===== config.mk =====
export PLATFORM = sky130hd
export DESIGN_NAME = ftsram_core
export DESIGN_NICKNAME = d
export VERILOG_FILES = /design/src/rtl/ftsram_pkg.sv /design/src/rtl/ftsram_array.sv /design/src/rtl/ftsram_ctrl.sv /design/src/rtl/ftsram_core.sv
export SDC_FILE = /design/constraint.sdc
export NUM_CORES = 2
export LEC_CHECK = 0
export BUFFER_PORTS_ARGS = -buffer_cell sky130_fd_sc_hd__buf_2
export CAP_MARGIN = 15
export CORE_MARGIN = 2
export CORE_UTILIZATION = 55
export DETAILED_ROUTE_END_ITERATION = 8
export GPL_TIMING_DRIVEN = 1
export PLACE_DENSITY = 0.73
export SLEW_MARGIN = 20
export SYNTH_ARGS = -nofsm -noshare
export SYNTH_HDL_FRONTEND = slang
export SYNTH_HIERARCHICAL = 1
export SYNTH_MEMORY_MAX_BITS = 65536
export SYNTH_SLANG_ARGS = --single-unit

===== constraint.sdc =====
create_clock -name clk -period 3.15 [get_ports clk]
set_clock_uncertainty 0.2 [all_clocks]
set_input_delay 0.63 -clock clk [delete_from_list [all_inputs] [get_ports clk]]
set_output_delay 0.63 -clock clk [all_outputs]
set_load 0.02 [all_outputs]

===== src/rtl/ftsram_pkg.sv =====
package ftsram_pkg;

   typedef enum logic {
      BURST_LINEAR     = 1'b0,
      BURST_INTERLEAVE = 1'b1
   } burst_order_e;

   // low address bits for a given beat of a 4-beat burst
   function automatic logic [1:0] burst_low(input logic [1:0]   start,
                                            input logic [1:0]   beat,
                                            input burst_order_e ord);
      return (ord == BURST_INTERLEAVE) ? (start ^ beat) : (start + beat);
   endfunction

endpackage


===== src/rtl/ftsram_array.sv =====
module ftsram_array #(
   parameter int ADDR_W = 8,
   parameter int LANE_W = 9,
   parameter int LANES  = 2
) (
   input  logic                      clk,
   input  logic                      we,
   input  logic [ADDR_W-1:0]         waddr,
   input  logic [LANES-1:0]          lane_en,
   input  logic [LANE_W*LANES-1:0]   wdata,
   input  logic [ADDR_W-1:0]         raddr,
   output logic [LANE_W*LANES-1:0]   rdata
);
   localparam int DEPTH = 1 << ADDR_W;

   // one storage column per byte lane
   for (genvar g = 0; g < LANES; g++) begin : g_lane
      logic [LANE_W-1:0] col [DEPTH];

      always_ff @(posedge clk) begin
         if (we && lane_en[g])
            col[waddr] <= wdata[g*LANE_W +: LANE_W];
      end

      assign rdata[g*LANE_W +: LANE_W] = col[raddr];
   end

endmodule


===== src/rtl/ftsram_ctrl.sv =====
module ftsram_ctrl
   import ftsram_pkg::*;
#(
   parameter int ADDR_W = 8
) (
   input  logic              clk,
   input  logic              rst_n,
   input  logic              clk_en,
   input  logic              burst_ilv,
   input  logic [ADDR_W-1:0] addr,
   input  logic              adv,
   input  logic              wr_n,
   input  logic              cs1_n,
   input  logic              cs2,
   input  logic              cs3_n,
   output logic              ph_valid,
   output logic              ph_wr,
   output logic [ADDR_W-1:0] ph_addr
);
   localparam int BEAT_W = 2;

   burst_order_e      order_q;
   logic              live_q;
   logic              type_q;
   logic [ADDR_W-1:0] base_q;
   logic [BEAT_W-1:0] beat_q;
   logic [BEAT_W-1:0] beat_nx;
   logic              sel;

   assign sel     = !cs1_n && cs2 && !cs3_n;
   assign beat_nx = beat_q + 1'b1;

   always_ff @(posedge clk) begin
      if (!rst_n) begin
         order_q  <= burst_order_e'(burst_ilv);
         live_q   <= 1'b0;
         type_q   <= 1'b0;
         base_q   <= '0;
         beat_q   <= '0;
         ph_valid <= 1'b0;
         ph_wr    <= 1'b0;
         ph_addr  <= '0;
      end else if (clk_en) begin
         if (!adv) begin
            if (sel) begin
               live_q   <= 1'b1;
               type_q   <= !wr_n;
               base_q   <= addr;
               beat_q   <= '0;
               ph_valid <= 1'b1;
               ph_wr    <= !wr_n;
               ph_addr  <= addr;
            end else begin
               live_q   <= 1'b0;
               ph_valid <= 1'b0;
               ph_wr    <= 1'b0;
            end
         end else if (live_q) begin
            beat_q   <= beat_nx;
            ph_valid <= 1'b1;
            ph_wr    <= type_q;
            ph_addr  <= {base_q[ADDR_W-1:BEAT_W],
                         burst_low(base_q[BEAT_W-1:0], beat_nx, order_q)};
         end else begin
            ph_valid <= 1'b0;
            ph_wr    <= 1'b0;
         end
      end
   end

   // an ignored edge changes nothing in the access pipeline
   p_hold_r3 : assert property (@(posedge clk) disable iff (!rst_n)
      !clk_en |=> ($stable(ph_valid) && $stable(ph_wr) && $stable(ph_addr)));

   // a load with any chip enable inactive starts no access
   p_deselect_r5 : assert property (@(posedge clk) disable iff (!rst_n)
      (clk_en && !adv && (cs1_n || !cs2 || cs3_n)) |=> !ph_valid);

   // linear beats step the low address bits by one
   p_linear_r7 : assert property (@(posedge clk) disable iff (!rst_n)
      (clk_en && adv && live_q && order_q == BURST_LINEAR)
      |=> ph_addr[BEAT_W-1:0] == $past(ph_addr[BEAT_W-1:0]) + 2'd1);

   // advancing with no live burst is a deselect
   p_adv_idle_r11 : assert property (@(posedge clk) disable iff (!rst_n)
      (clk_en && adv && !live_q) |=> !ph_valid);

   // beats stay in the aligned group of four
   p_burst_block_r13 : assert property (@(posedge clk) disable iff (!rst_n)
      (clk_en && adv && live_q)
      |=> (ph_addr[ADDR_W-1:BEAT_W] == $past(ph_addr[ADDR_W-1:BEAT_W]))
          && (ph_addr[BEAT_W-1:0] != $past(ph_addr[BEAT_W-1:0])));

endmodule


===== src/rtl/ftsram_core.sv =====
module ftsram_core #(
   parameter int ADDR_W = 8,
   parameter int LANE_W = 9,
   parameter int LANES  = 2
) (
   input  logic                     clk,
   input  logic                     rst_n,
   input  logic                     clk_en,
   input  logic                     burst_ilv,
   input  logic [ADDR_W-1:0]        addr,
   input  logic                     adv,
   input  logic                     wr_n,
   input  logic [LANES-1:0]         bw_n,
   input  logic                     cs1_n,
   input  logic                     cs2,
   input  logic                     cs3_n,
   input  logic                     oe_n,
   input  logic [LANE_W*LANES-1:0]  din,
   output logic [LANE_W*LANES-1:0]  dout,
   output logic                     dout_en
);
   localparam int DATA_W = LANE_W * LANES;

   if (ADDR_W < 3) begin : g_bad_addr
      $error("ftsram_core: ADDR_W must be at least 3");
   end
   if (LANE_W < 1 || LANES < 1) begin : g_bad_lane
      $error("ftsram_core: LANE_W and LANES must be positive");
   end

   logic              ph_valid;
   logic              ph_wr;
   logic [ADDR_W-1:0] ph_addr;
   logic              commit;
   logic [DATA_W-1:0] rdata;

   ftsram_ctrl #(.ADDR_W(ADDR_W)) u_ctrl (
      .clk       (clk),
      .rst_n     (rst_n),
      .clk_en    (clk_en),
      .burst_ilv (burst_ilv),
      .addr      (addr),
      .adv       (adv),
      .wr_n      (wr_n),
      .cs1_n     (cs1_n),
      .cs2       (cs2),
      .cs3_n     (cs3_n),
      .ph_valid  (ph_valid),
      .ph_wr     (ph_wr),
      .ph_addr   (ph_addr)
   );

   // write data arrives at the edge that closes the write's data phase
   assign commit = rst_n && clk_en && ph_valid && ph_wr;

   ftsram_array #(.ADDR_W(ADDR_W), .LANE_W(LANE_W), .LANES(LANES)) u_array (
      .clk     (clk),
      .we      (commit),
      .waddr   (ph_addr),
      .lane_en (~bw_n),
      .wdata   (din),
      .raddr   (ph_addr),
      .rdata   (rdata)
   );

   assign dout    = rdata;
   assign dout_en = ph_valid && !ph_wr && !oe_n;

   // the cycle after a write load never drives the bus
   p_wr_quiet_r6 : assert property (@(posedge clk) disable iff (!rst_n)
      (clk_en && !adv && !cs1_n && cs2 && !cs3_n && !wr_n) |=> !dout_en);

   // a selected read load with output enabled drives the bus next cycle
   p_read_drive_r1 : assert property (@(posedge clk) disable iff (!rst_n)
      (clk_en && !adv && !cs1_n && cs2 && !cs3_n && wr_n) |=> (dout_en == !oe_n));

endmodule


# Yosys cells after proc, flatten, opt, wreduce, memory -nomap -nowiden
# Memory sizes are Yosys's and may differ from the RTL's. A register that Yosys moved wholly into a read port is not among the register bits.
# Cells that the tools add are included.
[word_totals]
ff_bits = 23
mem_bits_rw = 4608
word_cells = 55
n_memories = 2
[memory_table]
columns = ["name", "words", "word_bits", "read_ports", "rd_ports_with_merged_regs", "write_ports", "line_no", "text"]
rows = [
  ["u_array.g_lane[0].col", 256, 9, 1, 1, 1, "ftsram_array.sv:18", "logic [LANE_W-1:0] col [DEPTH];"],
  ["u_array.g_lane[1].col", 256, 9, 1, 1, 1, "ftsram_array.sv:18", ""],
]
[op_classes]
add_sub_neg = 2
eq_ne = 1
n_mux = 21
bitwise_logic = 3
reduce_logical = 18
[ops]
columns = ["operator", "n"]
rows = [
  ["$mux W8", 7],
  ["$mux W1", 10],
  ["$logic_and A1 B1 Y1", 9],
  ["$mux W2", 4],
  ["$reduce_and A3 Y1", 2],
  ["$logic_not A1 Y1", 5],
  ["$add A2 B1 Y2 const B", 1],
  ["$add A2 B2 Y2", 1],
  ["$ne A2 B1 Y1 const B", 1],
  ["$not A2 Y2", 1],
  ["$reduce_and A2 Y1", 1],
  ["$reduce_bool A2 Y1", 1],
  ["$xor A2 B2 Y2", 1],
  ["$not A1 Y1", 1],
]

# Longest topological paths before layout
[depth]
ltp_word = 7
depth_mapped = 12
depth_no_buf = 6

# Hierarchy
# The synthesis kept the hierarchy.
[modules_own_cells]
columns = ["module", "instances", "cells_each", "area_per_inst_um2"]
rows = [
  ["ftsram_array", 1, 8493, 179345.8],
  ["ftsram_ctrl", 1, 122, 1112.3],
  ["ftsram_core", 1, 4, 28.8],
]

# Least setup slack after synthesis
# No wires, ideal clock.
[synth_path]
path_kind = "register to output"
startpoint = "register, netlist name u_ctrl/ph_addr[0]"
endpoint = "output port dout[4]"
t_arrival_ps = 2755
slack_ps = -435
path_stages_with_launch = 13
n_path_buf = 6
path_cell_list = "dfxtp_1 > buf_6 > buf_12 > buf_8 > buf_12 > buf_8 > buf_8 > mux2i_1 > o221ai_1 > o32ai_1 > a211oi_1 > nand4_1 > nor4_1"
[synth_lines]
columns = ["element", "line_no", "text"]
rows = [
  ["to (decl)", "ftsram_core.sv:19", "output logic [LANE_W*LANES-1:0] dout,"],
]

==> results by stage <==
Global routing:
- The first global-routing pass estimated 695000 um of wire.
- Global routing used 29.0% of the available tracks across all layers.
- The number of antenna violations at the first check in global routing is 25.
- Entering global routing, the biggest net connects 113 pins.
- The via count of the first global-routing pass is 98.2k.
- For this run the aggregate overflow at the end of global routing stands at 0.

Min path:
- Counting instances, the worst hold path has a depth of 1.
- The min-delay analysis places its worst path in the category primary input to register.

Final layout:
- Of the cells placed in the final design, the portion with a size suffix greater than 1 is 34.8%.
- The finished layout holds 15.1k standard cells, fillers aside.
- The relative area change from synthesis to final layout is 20.9%.
- The final layout contains 10.5k nets.
- The filler cells instantiated in the layout total 19.7k.
- The footprint of the flip-flops and latches is 139000 sq um.
- Summing all multi-input logic gate instances after layout gives 40500 sq um.

Yosys:
- The most common cell in the synthesized netlist is sky130_fd_sc_hd__edfxtp_1.
- The count of warnings emitted by yosys is 6.
- Sorting the synthesized cells by how often they occur yields sky130_fd_sc_hd__edfxtp_1 (4609), sky130_fd_sc_hd__mux4_2 (896), sky130_fd_sc_hd__mux2i_1 (654).
- The share of the Yosys chip area taken by registers is 76.9%.
- The mapped netlist covers 180000 sq um.
- The library cell with the largest summed area after synthesis is sky130_fd_sc_hd__edfxtp_1.
- The register bit count reported by yosys is 4631.
- After synthesis, the share of flip-flops with an asynchronous set or reset is 0%.
- Counting flops with a built-in enable in the synthesized netlist gives 4609.
- The average instance in the mapped netlist occupies 20.9 sq um.
- Sorting the synthesized cells by area gives the leading types as sky130_fd_sc_hd__edfxtp_1 (77%), sky130_fd_sc_hd__mux4_2 (11%), sky130_fd_sc_hd__mux2i_1 (3.6%), sky130_fd_sc_hd__o221ai_1 (1.5%), sky130_fd_sc_hd__nor2_1 (1.1%).
- The number of nets in the synthesized netlist is 8658.
- The count of different cell masters after synthesis is 75.
- In the synthesized netlist, the number of instances is 8619.
- For this run, the leading register cell type out of synthesis is sky130_fd_sc_hd__edfxtp_1.
- The portion of synthesized cell area occupied by the leading cell type is 76.7%.

Worst setup path:
- The critical path's largest stage delay is 0.53 ns.
- The number of cells on the worst reg-to-reg path is 10.
- The startpoint type of the worst setup path is a register.
- The worst setup path is of the register to primary output kind.
- The nature of the critical path endpoint is a primary output.
- The data arrival time of the critical path is 4.27 ns.
- The peak fanout along the critical path is 8.
- The cell at the slowest stage of the critical path is sky130_fd_sc_hd__mux4_2.
- The required time of the worst setup path is 2.32 ns.
- Traced cell by cell, the critical path runs through buf_12, buf_6, buf_12, buf_16, buf_8, buf_6, mux4_2, mux4_2, a22o_1, o32ai_4, nor4_4, buf_4.

Power and ir drop:
- In this run the static leakage power is 69.1 nW.
- The total power of the final layout is 0.127 W.
- VDD sags by at most 0.530 mV.
- The ratio of total power to cell area is 580 nW/um^2.

Clock tree:
- The source-to-sink clock delay at the later pin of the worst-skew pair is 0.99 ns.
- In this run, CTS created clock tree buffers numbering 444.
- TritonCTS built the clock tree.
- After clock tree synthesis, the clock-pin slew on the worst setup and hold paths is 0.07 ns.
- CTS saw 4631 sinks.
- The maximum clock path buffer count is 4.
- The depth of the CTS H-tree is 5.
- The clock tree root driver cell is sky130_fd_sc_hd__clkbuf_16.

Timing:
- The clock period minus final worst setup slack is 5.10 ns.
- In this run the tightest slew margin relative to its limit is 39.7%.
- Once routing completed, OpenROAD measured the worst setup slack at -1.95 ns.
- The worst hold slack across all endpoints is 0.0157 ns.
- The total count of max-transition violations in the final report was 0.
- At the pin with the least slew margin, the transition time is 0.904 ns.
- The number of hold-slack violations in the final timing report is 0.
- Setup repair after global routing could not meet its margin everywhere.
- The worst path uses 162% of the clock period.
- The total of endpoints with negative setup slack in the final report is 18.
- Static timing analysis puts the maximum clock frequency at 0.196 GHz.

Routing:
- Across all layers, the routed design uses 99.2k vias.
- For this run, the detailed router's first-pass iteration total came to 7.
- In the routed design, unresolved DRC markers number 0.
- Dividing the detail-routed wire length by the instance count gives 32.8 um.
- Using the TritonRoute via totals, the vias-per-cell ratio works out to 6.55.
- The detail route stage leaves a number of antenna-violating nets equal to 0.
- Wires add up to 497000 um.
- After the first detailed-routing iteration, the DRC count stood at 15.2k.

Place:
- The placed wire-length estimate after detailed placement is 305000 um.
- Port buffering added 56 buffers.
- After detailed placement, the design holds a cell count of 14.1k.
- The weighted congestion at the end of routability-driven global placement is 0.906.

Die:
- The core region area is 327000 sq um.
- Measured along the x axis, the die boundary spans 577 um.
- The floorplan has 210 rows.
- The floorplan step defined a die boundary enclosing 333000 sq um.
- The overall die height is 577 um.
- In this run the count of I/O pins placed on the die edge is 57.
- Once the floorplan was initialized, standard cells occupied 55.2% of the core.

Run:
- The max-capacitance violation count is 0.

Status:
- The checks that failed: negative setup slack.
- The run finished, with violations left.
==> cell families (layout without fill, tap and decap cells) <==
kind of cell	count (synthesis)	in the layout	share of synthesized area, %
AND/OR/NAND/NOR	939	939	2.27
XOR/XNOR	2	2	0.0173
other	0	5	0
flip-flops	4631	4631	76.9
multiplexers	1615	1615	15.3
buffers and inverters	566	2737	1.90
adder cells (fa/ha/maj)	1	1	0.00693
AO/OA/AOI/OAI	865	865	3.54
==> through the flow <==
stage	util (%)	setup TNS (ns)	worst slack, ns	area [sq um]
finish	66.7	-33.91	-1.95	218000
global route	66.7	-35.26	-2.04	218000
CTS	66.1	-34.24	-1.96	216000
detailed placement	60.8	-53.39	-1.46	199000
global placement	60.8	-29.85	-1.64	199000
floorplan	-	-1.76	-0.130	181000
==> what timing repair did <==
action,4_1_cts,5_1_grt
buffers inserted,60,75
gates cloned,13,15
hold buffers,36,0
pin swaps,32,88
setup endpoints to repair,739,55
gates resized for setup,242,209
endpoints found under the hold margin,280,0
==> cell usage in the layout, fill, tap and decap left out, drive strengths merged, types with 13 or more instances in the layout <==
master       synthesis  final
o21ai               45     45
a32oi               20     20
nor2b               13     13
nor2               540    540
nand2              100    100
buf                274   1832
mux2                50     50
clkinv               0    202
edfxtp            4609   4609
o32ai               20     20
dlygate4sd3          0     36
o221ai             315    315
nor3               104    104
nand4               19     19
clkbuf             275    541
a211oi              56     56
o31ai               17     17
mux4               911    911
a21oi              156    156
mux2i              654    654
a22o                34     34
inv                 17     30
dfxtp               22     22
a221oi              22     22
nand3               85     85
nor4                37     37
o22ai              143    143
bufinv               0     62
clkinvlp             0     26
==> sequential cells by signal (all words and copies together) (netlist names) <==
signal	cells
u_ctrl/ph_addr	8
u_ctrl/order_q	1
u_ctrl/ph_wr	1
u_ctrl/beat_q	2
u_ctrl/live_q	1
u_ctrl/base_q	8
u_array/g_lane.col	4608
u_ctrl/type_q	1
u_ctrl/ph_valid	1
==> worst max-delay path, delay by kind of cell, from the launching register on <==
kind | cells | cell delay (ns)
AOI/OAI and AO/OA | 2 | 0.66
buffers and inverters | 7 | 1.06
DFF | 1 | 0.39
muxes | 2 | 1.00
and+or+nand+nor | 1 | 0.15
==> final timing paths <==
kind	startpoint	to	slack, ns
worst min-delay path	din[17]	u_array/g_lane[1].col[112][8]	0.02
worst max-delay path	u_ctrl/ph_addr[0]	dout[15]	-1.95
worst min register to register	u_ctrl/live_q	u_ctrl/live_q	0.28
worst max register to register	u_ctrl/ph_addr[1]	u_array/g_lane[1].col[26][1]	0
==> power by group <==
part | internal (W) | leakage (nW) | switching [W]
clock | 0.0313 | 7.16 | 0.0229
combinational | 0.00173 | 20.3 | 0.00290
sequential | 0.0677 | 41.6 | 0.00000994
total | 0.101 | 69.1 | 0.0258
==> routing by layer <==
metal  GRT usage [%]  wire (um)  up-vias
met5               0         79        -
met4            9.96      19500       12
li1                -          -    39967
met1            39.6     176000    51340
met3            6.17      59300     1017
met2            46.8     242000     6873
==> layout make-up <==
type	count	share of cell area [%]
inverters	17	0.0356
clock inverters	303	1.47
multi-input cells	3422	18.6
clock buffers	513	5.29
flip-flops and latches	4631	63.7
well taps	4346	2.49
repair buffers	1904	8.48
diodes	5	0.00574
Power figures use the tool's default switching activity.
